--- config.mk ---
export PLATFORM = sky130hd
export DESIGN_NAME = batt_detect_seq
export DESIGN_NICKNAME = d
export VERILOG_FILES = /design/src/rtl/batt_detect_seq.sv
export SDC_FILE = /design/constraint.sdc
export NUM_CORES = 1
export LEC_CHECK = 0
export BUFFER_PORTS_ARGS = -buffer_cell sky130_fd_sc_hd__buf_2
export CAP_MARGIN = 20
export CORE_MARGIN = 5
export CORE_UTILIZATION = 61
export CTS_CLUSTER_DIAMETER = 80
export CTS_CLUSTER_SIZE = 16
export DETAILED_ROUTE_END_ITERATION = 8
export PLACE_DENSITY_LB_ADDON = 0.15
export SLEW_MARGIN = 20
export SYNTH_ARGS = -nofsm -noshare
export SYNTH_HDL_FRONTEND = slang
export SYNTH_SLANG_ARGS = --single-unit
export TNS_END_PERCENT = 5
--- constraint.sdc ---
create_clock -name clk -period 5.5 [get_ports clk]
set_clock_uncertainty 0.05 [all_clocks]
set_input_delay 0.825 -clock clk [delete_from_list [all_inputs] [get_ports clk]]
set_output_delay 0.825 -clock clk [all_outputs]
set_load 0.02 [all_outputs]
--- src/rtl/batt_detect_seq.sv ---
module batt_detect_seq #(
  parameter int SINK_TICKS = 4000,
  parameter int SRC_TICKS  = 2000
) (
  input  logic clk,
  input  logic rst_n,
  input  logic start,
  input  logic chg_en,
  input  logic hiz,
  input  logic tick,
  input  logic v_above_det,
  input  logic v_at_hi,
  input  logic v_below_lo,
  output logic sink_en,
  output logic src_en,
  output logic batt_present,
  output logic restart_pulse
);
  localparam int MAXT = (SINK_TICKS > SRC_TICKS) ? SINK_TICKS : SRC_TICKS;
  localparam int CW   = $clog2(MAXT + 1);

  typedef enum logic [1:0] {S_IDLE, S_SINK, S_SRC} st_t;

  st_t           st;
  logic [CW-1:0] cnt;
  logic          dip;
  logic          src_on;

  wire quit      = !chg_en || hiz;
  wire sink_last = tick && (cnt == CW'(SINK_TICKS - 1));
  wire src_last  = tick && (cnt == CW'(SRC_TICKS - 1));
  wire clean     = !dip && v_above_det;

  assign sink_en      = (st == S_SINK);
  assign src_en       = (st == S_SRC) && src_on;
  assign batt_present = (st == S_SINK) && !quit && sink_last && clean;

  always_ff @(posedge clk or negedge rst_n) begin
    if (!rst_n) begin
      st            <= S_IDLE;
      cnt           <= '0;
      dip           <= 1'b0;
      src_on        <= 1'b0;
      restart_pulse <= 1'b0;
    end else begin
      restart_pulse <= batt_present;
      case (st)
        S_IDLE: begin
          src_on <= 1'b0;
          if (start && !quit) begin
            st  <= S_SINK;
            cnt <= '0;
            dip <= 1'b0;
          end
        end
        S_SINK: begin
          if (quit) begin
            st <= S_IDLE;
          end else if (tick) begin
            if (sink_last) begin
              cnt <= '0;
              if (clean) begin
                st <= S_IDLE;
              end else begin
                st     <= S_SRC;
                src_on <= 1'b1;
              end
            end else begin
              cnt <= cnt + 1'b1;
              if (!v_above_det) dip <= 1'b1;
            end
          end
        end
        S_SRC: begin
          if (quit) begin
            st     <= S_IDLE;
            src_on <= 1'b0;
          end else begin
            if (v_at_hi)         src_on <= 1'b0;
            else if (v_below_lo) src_on <= 1'b1;
            if (src_last) begin
              st  <= S_SINK;
              cnt <= '0;
              dip <= 1'b0;
            end else if (tick) begin
              cnt <= cnt + 1'b1;
            end
          end
        end
        default: st <= S_IDLE;
      endcase
    end
  end
endmodule

Yosys cells after proc, flatten, opt, wreduce, memory -nomap -nowiden --
Cells that the tools add are included.
Storage, ports and cells: bits in registers 17, logic and storage cells 74
Operators by class: add/subtract/negate cells 1, equal/unequal tests 18, multiplexer cells 32, reduce and logical (&&, ||, !) cells 18
Operators by type and width (count):
- 12-bit 2-to-1 mux | 7
- 12-bit case mux with 3 select lines | 1
- 2-bit inequality test, second input constant | 8
- 1-bit 2-to-1 mux | 14
- 2-bit 2-to-1 mux | 7
- 12-bit by 1-bit adder with 12-bit output, second input constant | 1
- 12-bit by 11-bit equality test with 1-bit output, second input constant | 1
- 12-bit equality test, second input constant | 1
- 6-bit AND reduction | 2
- 1-bit logical AND | 8
- 8-bit AND reduction | 1
- 3-bit inequality test, second input constant | 2
- 1-bit case mux with 3 select lines | 2
- 2-bit case mux with 3 select lines | 1
- 4-bit inequality test, second input constant | 1
- 4-bit AND reduction | 1
- 1-bit logical NOT | 3
- 3-bit by 1-bit inequality test with 1-bit output, second input constant | 1
- 3-bit by 2-bit inequality test with 1-bit output, second input constant | 1
- 3-bit nonzero test | 1
- 2-bit by 1-bit equality test with 1-bit output, second input constant | 1
- 2-bit equality test, second input constant | 1
- 2-bit logical NOT | 1
- 2-bit by 1-bit inequality test with 1-bit output, second input constant | 1
- 1-bit logical OR | 1

Logic depth before layout (Yosys ltp) --
Gate-level depths: netlist (run 1).
word-level depth 7, mapped depth 8, depth with buffers taken out 7

Worst setup path after synthesis (run 1) --
Ideal clock, no wire load.
path type in2out, start in tick, end out batt_present, arrival 1.661 ns, required time 4.625 ns, path slack 2.964 ns, cell stages on the path 3, cells stage by stage and2b_1 > nand4_4 > nor3_1
Between the ends: word-level cells in the longest chain between the ends 3
RTL lines:
- from (decl) | RTL line 10 | input logic tick,
- 1-bit logical AND | RTL line 30 | wire sink_last = tick && (cnt == CW'(SINK_TICKS - 1));
- 1-bit logical AND (2 in series) | RTL line 36 | assign batt_present = (st == S_SINK) && !quit && sink_last && clean;
- to (decl) | RTL line 16 | output logic batt_present,
No other way between the ends.

Worst setup path after layout (run 1) --
start reg cnt[0], end out batt_present
Between the ends: word-level cells in the longest chain between the ends 4
RTL lines:
- from (decl) | RTL line 25 | logic [CW-1:0] cnt;
- from (signal assigned) | RTL line 69 | cnt <= cnt + 1'b1;
- from (signal assigned) | RTL line 86 | cnt <= cnt + 1'b1;
- 12-bit equality test | RTL line 30
- 1-bit logical AND | RTL line 30
- 1-bit logical AND (2 in series) | RTL line 36
No other way between the ends.

==> run_results.csv, run 1 <==
group,metric,value,unit
status,outcome,"complete, no violations",
timing,finalHoldViolCount,0,
clock_tree,cts-hold-fix-buffers,0,
floorplan,start_util,64.4,%
power_and_ir_drop,finalPower,465,uW
floorplan,rows,15,
floorplan,die_x,52.7,um
logic_synthesis,synth-edff-count,0,
cells_and_area,drive_above_1_share,17.5,%
floorplan,core,1730,um^2
routing,drtIter0Drc,39,
logic_synthesis,synth_area_per_cell,8.97,um^2
cells_and_area,multi_input_area,642,um^2
cells_and_area,area_growth,9.22,%
placement,dp_hpwl,1850,um
logic_synthesis,async_flop_share,100,%
logic_synthesis,synthTopCellsByArea,"dfrtp_1, ha_1, nand3_1",
timing,rsz0062_at_grt,"false",
worst_setup_path,reg2reg_to,"cnt[9]",
worst_setup_path,reg2reg_slack,3150,ps
worst_setup_path,cp_num_buf_inv,1,
floorplan,die_area,2780,um^2
routing,finalWirelength,2460,um
placement,placement.io_buffers,12,
logic_synthesis,netlist_area,1110,um^2
logic_synthesis,ys_top_cells_by_count,"dfrtp_1, nand2_1, nand3_1",
timing,relSlewSlack,68.7,%
logic_synthesis,ys_types,38,
routing,ant_nets,0,
placement,place_ws,2840,ps
cells_and_area,fillers,145,
timing,min_period,2770,ps
logic_synthesis,synthCells,124,
routing,viasPerCell,6.27,
clock_tree,clk_path_buf_depth,2,
timing,fmax,361,MHz
routing,via_count,1015,
global_route,grt_antenna_before_repair,0,
floorplan,die_y,52.7,um
clock_tree,path_clk_slew,110,ps
global_route,overflow,0,
floorplan,io_pins,13,
logic_synthesis,yosys_warnings,0,
clock_tree,htreeDepth,1,
worst_setup_path,cp.arrival,1900,ps
worst_setup_path,slowest_delay,400,ps
worst_setup_path,path_class,"reg -> out",
placement,place_congestion,0.813,
global_route,track_usage,20.5,%
worst_setup_path,reg2regPathDepth,6,
worst_setup_path,crit_family,"simple AND/OR/NAND/NOR gates",
routing,drc,0,
timing,min_period_over_period,50.4,%
worst_setup_path,end_kind,"output pin",
logic_synthesis,syn-num-nets,138,
worst_setup_path,cp.required,4620,ps
worst_setup_path,start_kind,"flop",
worst_setup_path,crit_cells,5,
clock_tree,cts_tree,"built",
worst_setup_path,path_cells,"ha_1 -> and4_2 -> nand4_4 -> nor3_1 -> buf_2",
worst_setup_path,cp_max_fo,7,
power_and_ir_drop,p_leak,0.567,nW
global_route,grt_pass1_wl,4200,um
logic_synthesis,synth-main-ff-cell,"dfrtp_1",
clock_tree,cts_resized,0,
worst_setup_path,rr_startpoint,"st[1]",
global_route,grt_pass1_vias,954,
clock_tree,clk_latency,300,ps
logic_synthesis,synth_area_leader_cell,"dfrtp_1",
logic_synthesis,synth_top_area_share,38.2,%
power_and_ir_drop,irDropWorstVdd,0.202,mV
timing,tightest_slew,470,ps
timing,finalSetupViolCount,0,
worst_setup_path,crit_start,"cnt[0]",
logic_synthesis,seq_area_frac_synth,38.2,%
clock_tree,cts_buffers,3,
worst_setup_path,cp_slowest_cell,"dfrtp_1",
logic_synthesis,synth.most_common_cell,"dfrtp_1",
routing,dr.pass1.iters,4,
timing,finalSetupTns,0,ps
timing,setup_ws,2730,ps
cells_and_area,antenna_cells,0,
clock_tree,clock_sinks,17,
power_and_ir_drop,power_density,383,nW/um^2
clock_tree,postCtsSetupBuffers,0,
global_route,grt_max_degree,18,
flow_run,maxCapViolations,0,
routing,post_drt_wl_per_cell,15.2,um
logic_synthesis,ys_ff_latch,17,
cells_and_area,seqCellArea,425,um^2
timing,slew_viol_final,0,
min_path,hold_class,"in -> async",
cells_and_area,finalNetCount,152,
clock_tree,root_buffer,"clkbuf_4",
## routing by layer
layer / GRT usage, % / vias to the layer above / routed length (um)
met5: 0 / - / 0
met4: 7.66 / 0 / 29
met3: 5.13 / 4 / 186
met2: 35.1 / 48 / 1180
met1: 24.3 / 478 / 1060
li1: - / 485 / -
## area by class of cell
cell class              instances  share of cell area (%)
clock buffers                   3                    1.85
multi-input cells              97                    52.8
repair buffers                 12                    4.94
inverters                       7                    2.16
well taps                      25                    2.57
clock inverters                 1                   0.618
flip-flops and latches         17                    35.0
## power breakdown
group	leakage, nW	internal, mW	switching (mW)
clock network	0.0139	0.0277	0.0420
logic	0.321	0.0863	0.151
registers	0.232	0.142	0.0158
## stage by stage
step	hold WS [ps]	cells	util (%)	instance area, um^2
2_1_floorplan	415	124	-	1110
3_3_place_gp	429	158	68.6	1180
3_5_place_dp	472	158	68.6	1180
4_1_cts	383	162	70.4	1210
5_1_grt	389	162	70.4	1210
6_report	371	162	70.4	1210
## cell usage in the layout, fill, tap and decap left out, types with 2 or more instances in the layout
| master | count |
|---|---|
| a21oi_1 | 4 |
| dfrtp_1 | 17 |
| nor2b_1 | 2 |
| o22ai_1 | 2 |
| buf_2 | 12 |
| nor3_1 | 2 |
| and2b_1 | 2 |
| ha_1 | 5 |
| a22o_1 | 6 |
| nand2b_1 | 2 |
| and4_2 | 2 |
| and3_1 | 2 |
| o21ai_0 | 6 |
| inv_1 | 7 |
| nand4_1 | 4 |
| or4_1 | 2 |
| nor4_1 | 2 |
| clkbuf_4 | 3 |
| a21o_1 | 4 |
| nor2_1 | 7 |
| and2_1 | 3 |
| nand2_1 | 14 |
| nand3_1 | 11 |
## worst max path at each step
stage | end | slack [ps]
floorplan | batt_present | 2960
global placement | batt_present | 2920
detailed placement | cnt[9] | 2840
CTS | batt_present | 2730
global route | batt_present | 2620
finish | batt_present | 2730
## state kept, by name, summed over array words and instances, names as in the netlist
register	count
restart_pulse	1
cnt	12
src_on	1
st	2
dip	1
## kinds of logic (layout without fill, tap and decap cells)
logic type      after synthesis  count (layout)  synth area share (%)
fa+ha+maj                     5               5                  5.62
compound gates               30              30                  19.7
simple gates                 61              61                  31.4
flops                        17              17                  38.2
mux                           1               1                  1.01
buf+inv                      10              23                  4.05
No activity file was read; power rests on OpenSTA's default activity.
==> inputs of run 2 (changes only) <==
CORE_UTILIZATION = 51   (was 61)
clock period = 2.35 ns   (was 5.5 ns; I/O delays follow)
==> run 2 against run 1 <==
Against the previous run: core utilization down 12 points; cell area up 3.8%; final cell count rose by 4.9%; sequential share of layout area is 1.3 points lower; hold slack gained 67 ps; non-clock buffer count increased by 5; register-to-register slack got worse by 2900 ps; via count shrank 3.3%; largest power group unchanged.
==> run_results.csv, run 2 (synthesis gave the netlist of run 1 again) <==
group,metric,value,unit
status,outcome,"complete, no violations",
global_route,grt_pass1_vias,921,
cells_and_area,reg_top3,"cnt x12, st x2",
worst_setup_path,cp.arrival,1770,ps
routing,via_count,982,
worst_setup_path,path_class,"reg -> out",
clock_tree,clk_path_buf_depth,2,
timing,min_period_over_period,92.5,%
clock_tree,clock_sinks,17,
routing,post_drt_wl_per_cell,14.6,um
global_route,grt_antenna_before_repair,0,
cells_and_area,fillers,200,
routing,viasPerCell,5.78,
cells_and_area,final_common_cell,"dfrtp_1",
routing,drc,0,
worst_setup_path,start_kind,"flop",
worst_setup_path,end_kind,"output pin",
routing,dr.pass1.iters,4,
placement,dp_cells,165,
cells_and_area,mostFrequentLayoutCells,"dfrtp_1, nand2_1, buf_2",
cells_and_area,largest_register_ffs,12,
worst_setup_path,cp_max_fo,7,
power_and_ir_drop,power_density,894,nW/um^2
clock_tree,path_clk_slew,100,ps
clock_tree,htreeDepth,1,
timing,hold_slack,438,ps
cells_and_area,area_growth,13.4,%
floorplan,core,2150,um^2
flow_run,maxCapViolations,0,
global_route,grt_pass1_wl,4330,um
cells_and_area,finalNetCount,157,
floorplan,io_pins,13,
cells_and_area,antenna_cells,0,
placement,dp_hpwl,1940,um
routing,finalWirelength,2490,um
timing,finalSetupViolCount,0,
floorplan,die_x,56.7,um
worst_setup_path,cp.required,1950,ps
timing,relSlewSlack,73.8,%
global_route,track_usage,17.4,%
clock_tree,cts_buffers,3,
floorplan,rows,17,
cells_and_area,regMostFlops,"cnt",
floorplan,die_area,3210,um^2
timing,finalHoldViolCount,0,
power_and_ir_drop,p_leak,0.594,nW
min_path,hold_class,"in -> reg",
global_route,overflow,0,
global_route,grt_max_degree,18,
timing,rsz0062_at_grt,"false",
routing,ant_nets,0,
floorplan,start_util,51.8,%
cells_and_area,finish.utilization,58.7,%
timing,fmax,460,MHz
timing,finalSetupTns,0,ps
clock_tree,cts_tree,"built",
placement,placement.io_buffers,12,
clock_tree,postCtsSetupBuffers,0,
cells_and_area,fin_cells,170,
timing,tightest_slew,391,ps
placement,place_congestion,0.812,
clock_tree,clk_latency,300,ps
timing,slew_viol_final,0,
timing,min_period,2170,ps
cells_and_area,drive_above_1_share,20.4,%
clock_tree,root_buffer,"clkbuf_4",
routing,drtIter0Drc,26,
power_and_ir_drop,irDropWorstVdd,0.497,mV
floorplan,die_y,56.7,um
## run 2: through the flow
stage	setup slack (ps)	instance area, um^2	total power [mW]
finish	175	1260	1.13
global route	28.2	1260	1.23
CTS	91.9	1260	1.14
detailed placement	262	1220	0.976
global placement	259	1220	0.961
floorplan	317	1110	0.819
## run 2: layout make-up
class,instances,area [um^2],area share [%]
clock inverters,1,5.00,0.397
well taps,28,35.0,2.78
flip-flops and latches,17,425,33.7
multi-input cells,97,647,51.3
clock buffers,3,22.5,1.79
repair buffers,17,100,7.94
inverters,7,26.3,2.08
## run 2: repair_timing
item / CTS / global route
hold buffers: 1 / 0
gates resized for setup: 0 / 1
hold endpoints to repair: 17 / 0
endpoints found under the setup margin: 0 / 1
## run 2: final timing paths
check | start | endpoint | slack (ps) | cells past startpoint
min in group asynchronous | rst_n | dip | 450 | 2
worst max register to register | st[1] | cnt[5] | 240 | 7
worst max-delay path | cnt[0] | batt_present | 180 | 5
worst min register to register | cnt[1] | cnt[1] | 470 | 2
worst min-delay path | v_above_det | restart_pulse | 440 | 4
max in group asynchronous | rst_n | cnt[5] | 1530 | 2
## run 2: per-layer routing
layer / track usage, % / share of wire (%) / wire length [um] / up-vias
li1: - / - / - / 496
met1: 22.3 / 42 / 1050 / 449
met2: 28.1 / 49 / 1210 / 32
met3: 3.68 / 7.2 / 179 / 5
met4: 7.12 / 1.9 / 47 / 0
met5: 0 / 0 / 0 / -
## run 2: critical path: stages (launching register included)
cell and delay, ps:
dfrtp_1 400, ha_1 220, and4_2 300, nand4_4 140, nor3_2 230, buf_2 190
## run 2: report_power, final
group	internal, mW	leakage, nW	switching [mW]	total (mW)
Clock	0.0635	0.0177	0.0950	0.159
Combinational	0.240	0.344	0.360	0.601
Sequential	0.333	0.232	0.0344	0.368
==> inputs of run 3 (changes only) <==
ABC_AREA = 1   (was unset)
CORE_UTILIZATION = 52   (was 51)
==> run 3 against run 2 <==
Against the previous run: final cell count increased by 41%; non-clock buffer count shrank 4; via count is 30% higher; area after synthesis grew 15%; combinational power increased by 14%; critical path depth increased by 1; clock-buffer cell count up 1; total power rose by 8.5%; hold slack lost 120 ps; sequential power is essentially flat; largest cell class unchanged; global-route usage increased by 3.0 points; synthesized cell count is 56% higher.
==> run_results.csv, run 3 <==
group,metric,value,unit
logic_synthesis,seq_area_frac_synth,33.3,%
routing,via_count,1281,
placement,dp_cells,235,
global_route,met1_usage,27.1,%
clock_tree,clk_latency,300,ps
power_and_ir_drop,irDropWorstVdd,0.668,mV
cells_and_area,finalNetCount,225,
clock_tree,htreeDepth,1,
floorplan,die_y,59.6,um
cells_and_area,fin_cells,240,
timing,finalHoldViolCount,0,
clock_tree,root_buffer,"clkbuf_4",
global_route,grt_antenna_before_repair,0,
global_route,overflow,0,
logic_synthesis,synthCells,194,
power_and_ir_drop,swShare,51.5,%
power_and_ir_drop,combPwrFrac,56.2,%
logic_synthesis,ys_ff_latch,17,
clock_tree,path_clk_slew,110,ps
worst_setup_path,cp_max_fo,5,
logic_synthesis,netlist_area,1280,um^2
global_route,use_met3,4.14,%
logic_synthesis,yosys_warnings,0,
cells_and_area,reg_top3,"cnt x12, st x2",
power_and_ir_drop,power.switching,630,uW
power_and_ir_drop,power_density,868,nW/um^2
status,outcome,"complete, no violations",
global_route,grtUsageMet2,32.9,%
cells_and_area,finish.utilization,58.5,%
timing,finalSetupTns,0,ps
timing,tightest_slew,516,ps
timing,fmax,457,MHz
logic_synthesis,synthTopCellsByArea,"dfrtp_1, nand2_1, nand3_1",
placement,dp_hpwl,2470,um
routing,ant_nets,0,
worst_setup_path,path_class,"reg -> out",
timing,finalSetupViolCount,0,
clock_tree,clock_sinks,17,
timing,slew_viol_final,0,
logic_synthesis,async_flop_share,100,%
logic_synthesis,synth_area_per_cell,6.59,um^2
logic_synthesis,ys_top_cells_by_count,"nand2_1, inv_1, nand3_1",
flow_run,maxCapViolations,0,
floorplan,die_area,3550,um^2
power_and_ir_drop,power_frac_clock,13.9,%
routing,drtIter0Drc,74,
floorplan,io_pins,13,
cells_and_area,largest_register_ffs,12,
power_and_ir_drop,pwr-share-seq,29.9,%
power_and_ir_drop,finalPower,1.22,mW
placement,place_ws,363,ps
worst_setup_path,reg2reg_slack,360,ps
clock_tree,clk_path_buf_depth,2,
routing,viasPerCell,5.34,
timing,setup_ws,163,ps
routing,drc,0,
cells_and_area,mostFrequentLayoutCells,"nand2_1, inv_1, nand3_1",
timing,rsz0062_at_grt,"false",
floorplan,rows,18,
worst_setup_path,start_kind,"flop",
worst_setup_path,end_kind,"output pin",
global_route,grt_pass1_vias,1188,
logic_synthesis,synth-edff-count,0,
cells_and_area,area_growth,10.2,%
logic_synthesis,synth-main-ff-cell,"dfrtp_1",
timing,min_period,2190,ps
routing,dr.pass1.iters,4,
min_path,hold_class,"in -> reg",
logic_synthesis,synth_area_leader_cell,"dfrtp_1",
global_route,grt_max_degree,18,
floorplan,core,2410,um^2
clock_tree,cts_tree,"built",
global_route,grt_pass1_wl,5380,um
timing,relSlewSlack,65.5,%
logic_synthesis,ys_types,22,
worst_setup_path,cp.arrival,1780,ps
logic_synthesis,synth.most_common_cell,"nand2_1",
timing,min_period_over_period,93.1,%
cells_and_area,final_common_cell,"nand2_1",
cells_and_area,regMostFlops,"cnt",
logic_synthesis,syn-num-nets,208,
floorplan,die_x,59.6,um
worst_setup_path,cp.required,1950,ps
placement,place_congestion,0.882,
floorplan,start_util,53.1,%
global_route,track_usage,20.4,%
routing,finalWirelength,3190,um
power_and_ir_drop,internal_power,593,uW
routing,post_drt_wl_per_cell,13.3,um
clock_tree,cts_buffers,3,
cells_and_area,antenna_cells,0,
logic_synthesis,synth_top_area_share,33.3,%
global_route,top_usage_layer,"met2",
placement,placement.io_buffers,12,
cells_and_area,drive_above_1_share,15.7,%
power_and_ir_drop,p_leak,0.703,nW
-- run 3: changes by cell type after synthesis, sizes merged, moves of 3 or more --
cell	before	now
nand2	14	69
and2	3	0
a22o	6	0
o21ai	7	12
a21oi	5	9
nand4	5	0
a21o	4	0
inv	7	29
nor2	7	21
nand3	11	24
-- run 3: worst paths after layout --
| kind | endpoint | from | depth (start not counted) |
|---|---|---|---|
| max in group asynchronous | cnt[0] | rst_n | 2 |
| min | restart_pulse | v_above_det | 3 |
| max reg2reg | cnt[6] | st[0] | 8 |
| max | batt_present | cnt[0] | 6 |
| min in group asynchronous | cnt[7] | rst_n | 2 |
| min reg2reg | src_on | src_on | 2 |
-- run 3: through the flow --
step / hold WS, ps / cell area [um^2]
floorplan: 6.91 / 1280
global placement: 254 / 1370
detailed placement: 252 / 1370
CTS: 318 / 1400
global route: 355 / 1410
finish: 320 / 1410
-- run 3: area by class of cell --
cell class,count,area [um^2]
clock buffer,4,26.3
sequential,17,427
timing repair buffer,13,70.1
tap,30,37.5
multi-input combinational,147,739
fill,257,1000
inverter,29,109
-- run 3: repair_timing --
| item | CTS | global route |
|---|---|---|
| hold endpoints to repair | 17 | 0 |
| setup endpoints to repair | 0 | 1 |
| resized for setup | 0 | 2 |
| hold buffers | 1 | 0 |
| buffers inserted | 0 | 0 |
-- run 3: cells by family (layout without fill, tap and decap cells) --
group,count (synthesis),in the layout,share of synthesized area (%)
AO/OA/AOI/OAI,22,22,10.7
adder cells (fa/ha/maj),5,5,4.89
buffers and inverters,30,46,9.39
flip-flops,17,17,33.3
AND/OR/NAND/NOR,120,120,41.8
-- run 3: per-layer routing --
layer  share of wire [%]  wire length, um
met1                  45             1430
met2                  46             1460
met3                 7.8              248
met4                 1.5               49
met5                   0                0
-- run 3: worst max-delay path, cell delays in order, from the launching register on --
cell and delay [ps]:
dfrtp_2 420, ha_1 190, nand3_1 160, nor2_2 160
nand3_2 140, nor4_2 190, buf_2 210
-- run 3: power by group through the flow --
stage | registers, mW | logic (mW) | clock network [mW]
finish | 0.365 | 0.688 | 0.170
global route | 0.372 | 0.782 | 0.181
CTS | 0.365 | 0.688 | 0.169
detailed placement | 0.371 | 0.683 | 0
global placement | 0.368 | 0.672 | 0
floorplan | 0.364 | 0.551 | 0
